$ cat config.mk
export PLATFORM = sky130hd
export DESIGN_NAME = burst_master
export DESIGN_NICKNAME = d
export VERILOG_FILES = /design/src/rtl/bm_pkg.sv /design/src/rtl/bm_regs.sv /design/src/rtl/bm_mover.sv /design/src/rtl/bm_irq.sv /design/src/rtl/burst_master.sv
export SDC_FILE = /design/constraint.sdc
export NUM_CORES = 1
export LEC_CHECK = 0
export ABC_AREA = 1
export BUFFER_PORTS_ARGS = -buffer_cell sky130_fd_sc_hd__buf_2
export CAP_MARGIN = 30
export CORE_MARGIN = 2
export CORE_UTILIZATION = 48
export DETAILED_ROUTE_END_ITERATION = 7
export PLACE_DENSITY = 0.78
export SETUP_SLACK_MARGIN = 0.02
export SLEW_MARGIN = 5
export SYNTH_ARGS = -nofsm -noshare
export SYNTH_HDL_FRONTEND = slang
export SYNTH_HIERARCHICAL = 1
export SYNTH_SLANG_ARGS = --single-unit
$ cat constraint.sdc
create_clock -name clk -period 2.1 [get_ports clk]
set_clock_uncertainty 0.1 [all_clocks]
set_input_delay 0.21 -clock clk [delete_from_list [all_inputs] [get_ports clk]]
set_output_delay 0.21 -clock clk [all_outputs]
set_load 0.02 [all_outputs]
$ cat src/rtl/bm_pkg.sv
package bm_pkg;

    typedef enum logic [1:0] {
        MV_IDLE  = 2'd0,
        MV_FETCH = 2'd1,
        MV_PUSH  = 2'd2
    } mv_state_e;

    localparam logic [1:0] GO_OUTBOUND = 2'b01;
    localparam logic [1:0] GO_INBOUND  = 2'b10;
    localparam logic [1:0] CAUSE_BELL  = 2'b01;
    localparam logic [1:0] CAUSE_COUNT = 2'b10;

    localparam int BIT_BELL   = 4;
    localparam int BIT_BUSY   = 5;
    localparam int BIT_STICKY = 6;

    localparam logic [1:0] SEL_CTRL = 2'd0;
    localparam logic [1:0] SEL_IADR = 2'd1;
    localparam logic [1:0] SEL_EADR = 2'd2;

endpackage

$ cat src/rtl/bm_regs.sv
module bm_regs
    import bm_pkg::*;
#(
    parameter int DW   = 32,
    parameter int CW   = 16,
    parameter int STEP = 4
) (
    input  logic          clk,
    input  logic          rst_n,
    input  logic          reg_wr,
    input  logic [1:0]    reg_sel,
    input  logic [DW-1:0] reg_wdata,
    output logic [DW-1:0] reg_rdata,
    input  logic          doorbell_set,
    input  logic          busy_i,
    input  logic          word_done_i,
    input  logic          sticky_i,
    output logic          go_o,
    output logic          dir_in_o,
    output logic          last_o,
    output logic          burst_end_o,
    output logic          bell_evt_o,
    output logic [1:0]    cause_o,
    output logic          sticky_clr_o,
    output logic          cnt_nz_o,
    output logic [DW-1:0] int_addr_o,
    output logic [DW-1:0] ext_addr_o
);

    localparam int PAD = DW - CW - 7;

    typedef struct packed {
        logic [CW-1:0] cnt;
        logic [1:0]    start;
        logic [1:0]    cause;
        logic          bell;
        logic [DW-1:0] iadr;
        logic [DW-1:0] eadr;
    } regs_t;

    regs_t q, d;
    logic  wr_ctrl;
    logic  unused_bits;

    assign unused_bits = ^{reg_wdata[DW-CW-1:7], reg_wdata[BIT_BUSY]};

    always_comb begin
        d            = q;
        wr_ctrl      = reg_wr && (reg_sel == SEL_CTRL);
        go_o         = wr_ctrl && !busy_i
                       && (reg_wdata[1:0] == GO_OUTBOUND || reg_wdata[1:0] == GO_INBOUND)
                       && (reg_wdata[DW-1:DW-CW] != '0);
        last_o       = (q.cnt == CW'(1));
        burst_end_o  = word_done_i && last_o;
        bell_evt_o   = doorbell_set && !q.bell;
        sticky_clr_o = wr_ctrl && reg_wdata[BIT_STICKY];

        if (wr_ctrl) begin
            d.cause = reg_wdata[3:2];
            if (!busy_i) begin
                d.cnt   = reg_wdata[DW-1:DW-CW];
                d.start = go_o ? reg_wdata[1:0] : 2'b00;
            end
            if (reg_wdata[BIT_BELL]) d.bell = 1'b0;
        end
        if (reg_wr && !busy_i && reg_sel == SEL_IADR) d.iadr = reg_wdata;
        if (reg_wr && !busy_i && reg_sel == SEL_EADR) d.eadr = reg_wdata;

        if (word_done_i) begin
            d.cnt  = q.cnt - CW'(1);
            d.iadr = q.iadr + DW'(STEP);
            d.eadr = q.eadr + DW'(STEP);
            if (last_o) d.start = 2'b00;
        end
        if (doorbell_set) d.bell = 1'b1;

        case (reg_sel)
            SEL_CTRL: reg_rdata = {q.cnt, {PAD{1'b0}}, sticky_i, busy_i, q.bell, q.cause, q.start};
            SEL_IADR: reg_rdata = q.iadr;
            SEL_EADR: reg_rdata = q.eadr;
            default:  reg_rdata = '0;
        endcase
    end

    assign dir_in_o   = (q.start == GO_INBOUND);
    assign cause_o    = q.cause;
    assign cnt_nz_o   = (q.cnt != '0);
    assign int_addr_o = q.iadr;
    assign ext_addr_o = q.eadr;

    always_ff @(posedge clk) begin
        if (!rst_n) q <= '0;
        else        q <= d;
    end


    busy_code_chk: assert property (@(posedge clk) disable iff (!rst_n)
        busy_i |-> (q.start == GO_OUTBOUND || q.start == GO_INBOUND));


    busy_addr_hold_chk: assert property (@(posedge clk) disable iff (!rst_n)
        (busy_i && !word_done_i) |=> $stable(q.iadr) && $stable(q.eadr));

endmodule

$ cat src/rtl/bm_mover.sv
module bm_mover
    import bm_pkg::*;
#(
    parameter int DW = 32
) (
    input  logic          clk,
    input  logic          rst_n,
    input  logic          go_i,
    input  logic          dir_in_i,
    input  logic          last_i,
    input  logic          int_rvalid,
    output logic          int_rready,
    input  logic [DW-1:0] int_rdata,
    output logic          int_wvalid,
    input  logic          int_wready,
    output logic [DW-1:0] int_wdata,
    input  logic          ext_rvalid,
    output logic          ext_rready,
    input  logic [DW-1:0] ext_rdata,
    output logic          ext_wvalid,
    input  logic          ext_wready,
    output logic [DW-1:0] ext_wdata,
    output logic          busy_o,
    output logic          word_done_o
);

    typedef struct packed {
        mv_state_e     st;
        logic [DW-1:0] stage;
    } mv_t;

    mv_t  q, d;
    logic sink_rdy;

    always_comb begin
        d           = q;
        int_rready  = 1'b0;
        ext_rready  = 1'b0;
        int_wvalid  = 1'b0;
        ext_wvalid  = 1'b0;
        word_done_o = 1'b0;
        sink_rdy    = dir_in_i ? int_wready : ext_wready;

        case (q.st)
            MV_IDLE: if (go_i) d.st = MV_FETCH;
            MV_FETCH: begin
                int_rready = !dir_in_i;
                ext_rready = dir_in_i;
                if (dir_in_i ? ext_rvalid : int_rvalid) begin
                    d.stage = dir_in_i ? ext_rdata : int_rdata;
                    d.st    = MV_PUSH;
                end
            end
            MV_PUSH: begin
                int_wvalid = dir_in_i;
                ext_wvalid = !dir_in_i;
                if (sink_rdy) begin
                    word_done_o = 1'b1;
                    d.st        = last_i ? MV_IDLE : MV_FETCH;
                end
            end
            default: d.st = MV_IDLE;
        endcase
    end

    assign int_wdata = q.stage;
    assign ext_wdata = q.stage;
    assign busy_o    = (q.st != MV_IDLE);

    always_ff @(posedge clk) begin
        if (!rst_n) q <= '0;
        else        q <= d;
    end


    push_hold_chk: assert property (@(posedge clk) disable iff (!rst_n)
        (q.st == MV_PUSH && !sink_rdy) |=> (q.st == MV_PUSH && $stable(q.stage)));

endmodule

$ cat src/rtl/bm_irq.sv
module bm_irq
    import bm_pkg::*;
(
    input  logic       clk,
    input  logic       rst_n,
    input  logic [1:0] cause_i,
    input  logic       burst_end_i,
    input  logic       bell_evt_i,
    input  logic       sticky_clr_i,
    output logic       irq_o,
    output logic       sticky_o
);

    typedef struct packed {
        logic pulse;
        logic sticky;
    } irq_t;

    irq_t q, d;
    logic evt;

    always_comb begin
        d       = q;
        evt     = (cause_i == CAUSE_COUNT && burst_end_i)
               || (cause_i == CAUSE_BELL && bell_evt_i);
        d.pulse = evt;
        if (sticky_clr_i) d.sticky = 1'b0;
        if (evt)          d.sticky = 1'b1;
    end

    assign irq_o    = q.pulse;
    assign sticky_o = q.sticky;

    always_ff @(posedge clk) begin
        if (!rst_n) q <= '0;
        else        q <= d;
    end


    irq_sticky_chk: assert property (@(posedge clk) disable iff (!rst_n)
        irq_o |-> sticky_o);

endmodule

$ cat src/rtl/burst_master.sv
module burst_master
    import bm_pkg::*;
#(
    parameter int DW   = 32,
    parameter int CW   = 16,
    parameter int STEP = 4
) (
    input  logic          clk,
    input  logic          rst_n,
    input  logic          reg_wr,
    input  logic [1:0]    reg_sel,
    input  logic [DW-1:0] reg_wdata,
    output logic [DW-1:0] reg_rdata,
    input  logic          doorbell_set,
    output logic [DW-1:0] int_addr,
    input  logic          int_rvalid,
    output logic          int_rready,
    input  logic [DW-1:0] int_rdata,
    output logic          int_wvalid,
    input  logic          int_wready,
    output logic [DW-1:0] int_wdata,
    output logic [DW-1:0] ext_addr,
    input  logic          ext_rvalid,
    output logic          ext_rready,
    input  logic [DW-1:0] ext_rdata,
    output logic          ext_wvalid,
    input  logic          ext_wready,
    output logic [DW-1:0] ext_wdata,
    output logic          ext_master,
    output logic          irq
);

    logic       busy, word_done, sticky, go, dir_in, last;
    logic       burst_end, bell_evt, sticky_clr, cnt_nz;
    logic [1:0] cause;

    bm_regs #(.DW(DW), .CW(CW), .STEP(STEP)) u_regs (
        .clk(clk), .rst_n(rst_n), .reg_wr(reg_wr), .reg_sel(reg_sel),
        .reg_wdata(reg_wdata), .reg_rdata(reg_rdata), .doorbell_set(doorbell_set),
        .busy_i(busy), .word_done_i(word_done), .sticky_i(sticky),
        .go_o(go), .dir_in_o(dir_in), .last_o(last), .burst_end_o(burst_end),
        .bell_evt_o(bell_evt), .cause_o(cause), .sticky_clr_o(sticky_clr),
        .cnt_nz_o(cnt_nz), .int_addr_o(int_addr), .ext_addr_o(ext_addr)
    );

    bm_mover #(.DW(DW)) u_mover (
        .clk(clk), .rst_n(rst_n), .go_i(go), .dir_in_i(dir_in), .last_i(last),
        .int_rvalid(int_rvalid), .int_rready(int_rready), .int_rdata(int_rdata),
        .int_wvalid(int_wvalid), .int_wready(int_wready), .int_wdata(int_wdata),
        .ext_rvalid(ext_rvalid), .ext_rready(ext_rready), .ext_rdata(ext_rdata),
        .ext_wvalid(ext_wvalid), .ext_wready(ext_wready), .ext_wdata(ext_wdata),
        .busy_o(busy), .word_done_o(word_done)
    );

    bm_irq u_irq (
        .clk(clk), .rst_n(rst_n), .cause_i(cause), .burst_end_i(burst_end),
        .bell_evt_i(bell_evt), .sticky_clr_i(sticky_clr),
        .irq_o(irq), .sticky_o(sticky)
    );

    assign ext_master = busy;


    master_count_chk: assert property (@(posedge clk) disable iff (!rst_n)
        ext_master |-> cnt_nz);


    idle_quiet_chk: assert property (@(posedge clk) disable iff (!rst_n)
        !ext_master |-> !(ext_wvalid || ext_rready || int_wvalid || int_rready));

endmodule

# Yosys cells after proc, flatten, opt, wreduce, memory -nomap -nowiden
# Index checks and enable logic that the tools add are counted.
totals:
  ff_bits: 121
  input_bits: 106
  out_inout_bits: 166
  elab_cells: 85
op_classes:
  n_addsub: 3
  n_eq_ne: 14
  mux: 27
  n_reduce_logical: 31
op_table:
  columns: ["operator", "count"]
  rows:
  - ["$mux W32", 3]
  - ["$pmux W32 S3", 1]
  - ["$add A32 B3 Y32 const B", 2]
  - ["$mux W64", 1]
  - ["$mux W18", 2]
  - ["$mux W34", 1]
  - ["$mux W21", 1]
  - ["$eq A16 B1 Y1 const B", 1]
  - ["$reduce_bool A16 Y1", 1]
  - ["$sub A16 B1 Y16 const B", 1]
  - ["$reduce_bool A2 Y1", 7]
  - ["$mux W1", 13]
  - ["$logic_and A1 B1 Y1", 12]
  - ["$eq A2 B2 Y1 const B", 5]
  - ["$eq A2 B1 Y1 const B", 4]
  - ["$mux W2", 4]
  - ["$pmux W2 S3", 1]
  - ["$reduce_and A2 Y1", 3]
  - ["$logic_not A2 Y1", 2]
  - ["$ne A2 B1 Y1 const B", 2]
  - ["$ne A2 B2 Y1 const B", 2]
  - ["$logic_not A1 Y1", 3]
  - ["$reduce_and A3 Y1", 1]
  - ["$logic_or A1 B1 Y1", 2]

# Depth between registers and ports, before layout
logic_depth:
  ltp_word: 10
  depth_mapped: 15
  ltp_nobuf: 13

# By module
# Netlist, hierarchy kept.
modules_own_cells:
  columns: ["mod", "instances", "cells_each", "area_each_um2", "seq_area_each_um2"]
  rows:
  - ["bm_regs", 1, 1164, 6879.1, 1701.6]
  - ["bm_mover", 1, 339, 2265.9, 680.7]
  - ["bm_irq", 1, 12, 87.6, 40.0]

# Worst setup path before layout
# No wires, ideal clock.
synth_path:
  kind: "register to register"
  start: "register u_mover/q[33] (netlist name)"
  end: "register u_regs.q, in the netlist u_regs/ext_addr_o[29]"
  arrival_time_ns: 1.884
  required_ns: 1.872
  slack_ns: -0.011
  stages_incl_launch_ff: 11
  n_path_buf: 2
  period_less_slack_ns: 2.111
  path_cell_list: "dfxtp_1 inv_2 clkbuf_1 nand2_1 nor2_2 nand2_1 nand2_1 buf_2 o22ai_1 a21oi_1 nor2_1"
synth_between:
  elab_chain_cells: 5
  word_cells_on_any_way: 8
  classes_between: "eq/ne: 1; mux: 2; reduce/logical: 5"
synth_lines:
  columns: ["item", "line", "text"]
  rows:
  - ["start, declared", "bm_mover.sv:32", "mv_t q, d;"]
  - ["start signal, assigned", "bm_mover.sv:71", "if (!rst_n) q <= '0;"]
  - ["start signal, assigned", "bm_mover.sv:72", "else q <= d;"]
  - ["$reduce_bool A2 Y1", "bm_mover.sv:68", "assign busy_o = (q.st != MV_IDLE);"]
  - ["via ext_master", "burst_master.sv:29", "output logic ext_master,"]
  - ["$logic_not A1 Y1", "bm_regs.sv:67", "if (reg_wr && !busy_i && reg_sel == SEL_EADR) d.eadr = reg_wdata;"]
  - ["$logic_and A1 B1 Y1 (2 in a row)", "bm_regs.sv:67", null]
  - ["$reduce_bool A2 Y1 (no line)", null, null]
  - ["end signal, assigned", "bm_regs.sv:92", "if (!rst_n) q <= '0;"]
  - ["end signal, assigned", "bm_regs.sv:93", "else q <= d;"]
  - ["end, declared", "bm_regs.sv:41", "regs_t q, d;"]
# The timed path passes the listed nets, and every way through them passes these cells.
# A chain may end at the register's enable or synchronous reset.

# Worst setup path after layout
layout_path:
  start: "register u_mover/q[32] (netlist name)"
  end: "register u_regs/q[82] (netlist name)"
layout_between:
  elab_chain_cells: 4
  word_cells_on_any_way: 7
  classes_between: "eq/ne: 2; mux: 2; reduce/logical: 3"
layout_lines:
  columns: ["item", "line", "text"]
  rows:
  - ["$eq A2 B2 Y1", "bm_mover.sv:44", "case (q.st)"]
  - ["$mux W1", "bm_mover.sv:44", null]
  - ["$ne A2 B2 Y1 (no line) or $reduce_bool A2 Y1 (tied branches)", null, null]
  - ["$reduce_and A2 Y1 (no line)", null, null]
# Several ways; a longest one is shown, not always the timed one.

==> out/qor.yml <==
cts_root_buf: "clkbuf_16"
dp_hpwl_mm: 26.9
detail-route-antenna-nets: 0
grt_max_degree: 55
cts_tree: "built"
grt_antenna_before_repair: 0
dr.pass1.iters: 6
rsz0062_at_grt: "yes"
critPathMaxStageDelay_ns: 0.33
powerDensity_nw_per_um2: 690
cap_violations: 0
hold_viol_final: 0
critPathKind: "flop to flop"
crit_fanout: 6
routedWlPerCell_um: 18.2
worstSetupStartpoint: "u_mover/q[32]"
postSynthCellCount: 1514
tightestPinTransition_ns: 0.637
drive_above_1_share: 0.250
ir_worst_vdd_mv: 0.590
track_usage: 0.328
htreeDepth: 4
setup_ws_ns: 0.107
grt_pass1_wl_mm: 51.7
nNetsFinal: 1795
crit_slowest_cell: "dfxtp_1"
synth_area_per_cell_um2: 6.09
drv_slew: 0
dieArea_um2: 20300
p_leak_nw: 5.25
fin_util: 0.579
finalCritPeriodShare: 0.949
worst_setup_path_end_kind: "flop"
wirelength_mm: 35.2
max_freq_ghz: 0.502
initialDrtViolationCount: 1463
clk_transition_reported_paths_ns: 0.06
clk_path_buf_depth: 2
clkSinkCount: 121
r2r_start: "u_mover/q[32]"
run_status: "finished, final reports clean"
arrival_ns: 2.25
core_region_area_um2: 18800
netlist_area_um2: 9230
rr_worst_depth: 10
crit_required_ns: 2.36
min_period_ns: 1.99
first_global_vias: 9379
grt.overflow.total: 0
die_h_um: 143
initial_core_util: 0.492
yosysWarnings: 6
synth_fp_nets: 1625
holdCritStartpoint: "int_rdata[23]"
finalSetupViolCount: 0
worst_hold_slack_ns: 0.0122
placementRows: 50
port_buffers: 271
drc: 0
area_growth_pct: 17.9
numCtsBuffers: 17
vias: 10800
dp_slack_ns: -0.0135
tns_ns: 0
die_width_um: 143
n_antenna_cell: 0
clock_latency_ns: 0.42
totalPowerFinal_w: 0.00751
via_per_inst: 5.60
hp-class: "input port to flop"
start_kind: "flop"
crit_path_cell_trace: "inv_1 -> nand2_1 -> nor2_2 -> buf_4 -> nand2_2 -> inv_2 -> nand2_1 -> o22ai_1 -> inv_1 -> a21oi_1"
gp_congestion: 1.05
pin_count: 272
relSlewSlack: 0.575
min_path_cells: 5
## state kept, by name (all words and copies together) (netlist names)
register and count:
u_regs/ext_addr_o 32, u_regs/cause_o 2, u_mover/ext_wdata 32, u_irq/irq_o 1, u_irq/sticky_o 1, u_regs/q 19, u_mover/q 2, u_regs/int_addr_o 32
## stage by stage
| step | cell area (µm²) | instances |
|---|---|---|
| 2_1_floorplan | 9230 | 1514 |
| 3_3_place_gp | 10100 | 1885 |
| 3_5_place_dp | 10100 | 1885 |
| 4_1_cts | 10800 | 1926 |
| 5_1_grt | 10900 | 1931 |
| 6_report | 10900 | 1931 |
## metal layers
| metal | wire (µm) | vias up | global-route usage |
|---|---|---|---|
| met5 | 0 | - | 0 |
| met4 | 832 | 0 | 0.0969 |
| met3 | 3940 | 58 | 0.0687 |
| met2 | 15800 | 640 | 0.511 |
| met1 | 14700 | 5011 | 0.458 |
| li1 | - | 5112 | - |
## critical path: cells and delay by family (launching register included)
family / cells / cell delay (ns)
DFF: 1 / 0.33
buffers and inverters: 4 / 0.41
and+or+nand+nor: 4 / 0.72
AOI/OAI and AO/OA: 2 / 0.37
## report_power, final
group | leakage (nW) | switching, W | internal, W
Clock | 0.289 | 0.00121 | 0.00180
Combinational | 3.98 | 0.00122 | 0.000622
Sequential | 0.984 | 0.000203 | 0.00246
Total | 5.25 | 0.00262 | 0.00488
## timing repair
| action | 4_1_cts | 5_1_grt |
|---|---|---|
| resized for setup | 1 | 17 |
| endpoints found under the hold margin | 8 | 0 |
| setup buffers | 0 | 4 |
| endpoints found under the setup margin | 8 | 86 |
| pin swaps | 1 | 2 |
| gates cloned | 0 | 1 |
| hold buffers | 9 | 0 |
## final cells by class
| type | count | area (µm²) |
|---|---|---|
| Tap cell | 234 | 293 |
| Timing Repair Buffer | 343 | 1990 |
| Fill cell | 1861 | 7890 |
| Sequential cell | 121 | 2420 |
| Inverter | 163 | 622 |
| Multi-Input combinational cell | 1038 | 4950 |
| Clock buffer | 18 | 439 |
| Clock inverter | 14 | 159 |
## cell usage in the layout (no fill, tap or decap), types with 5 or more instances in the layout
master and n:
nand3b_1 6, xor2_1 8, dlygate4sd3_1 9, buf_12 5, nand3_1 70, nand4_1 12
o221ai_1 22, nor2_4 9, dfxtp_1 121, a21oi_1 55, nand2_1 437, inv_6 7
inv_2 10, o21ai_0 58, o211ai_1 7, nor2_2 9, o21ai_1 34, inv_1 150
o22ai_1 18, clkbuf_16 17, buf_2 271, nor2_1 189, buf_4 56, ha_1 5
nand2_4 5, a31oi_1 51, nand2_2 10
## path summary, 6_finish.rpt
kind | end | slack, ns
min | u_mover/ext_wdata[23] | 0.01
max reg2reg | u_regs/q[82] | 0.11
min reg2reg | u_regs/q[68] | 0.37
max | u_regs/q[82] | 0.11
No activity file was read; power rests on OpenSTA's default activity.
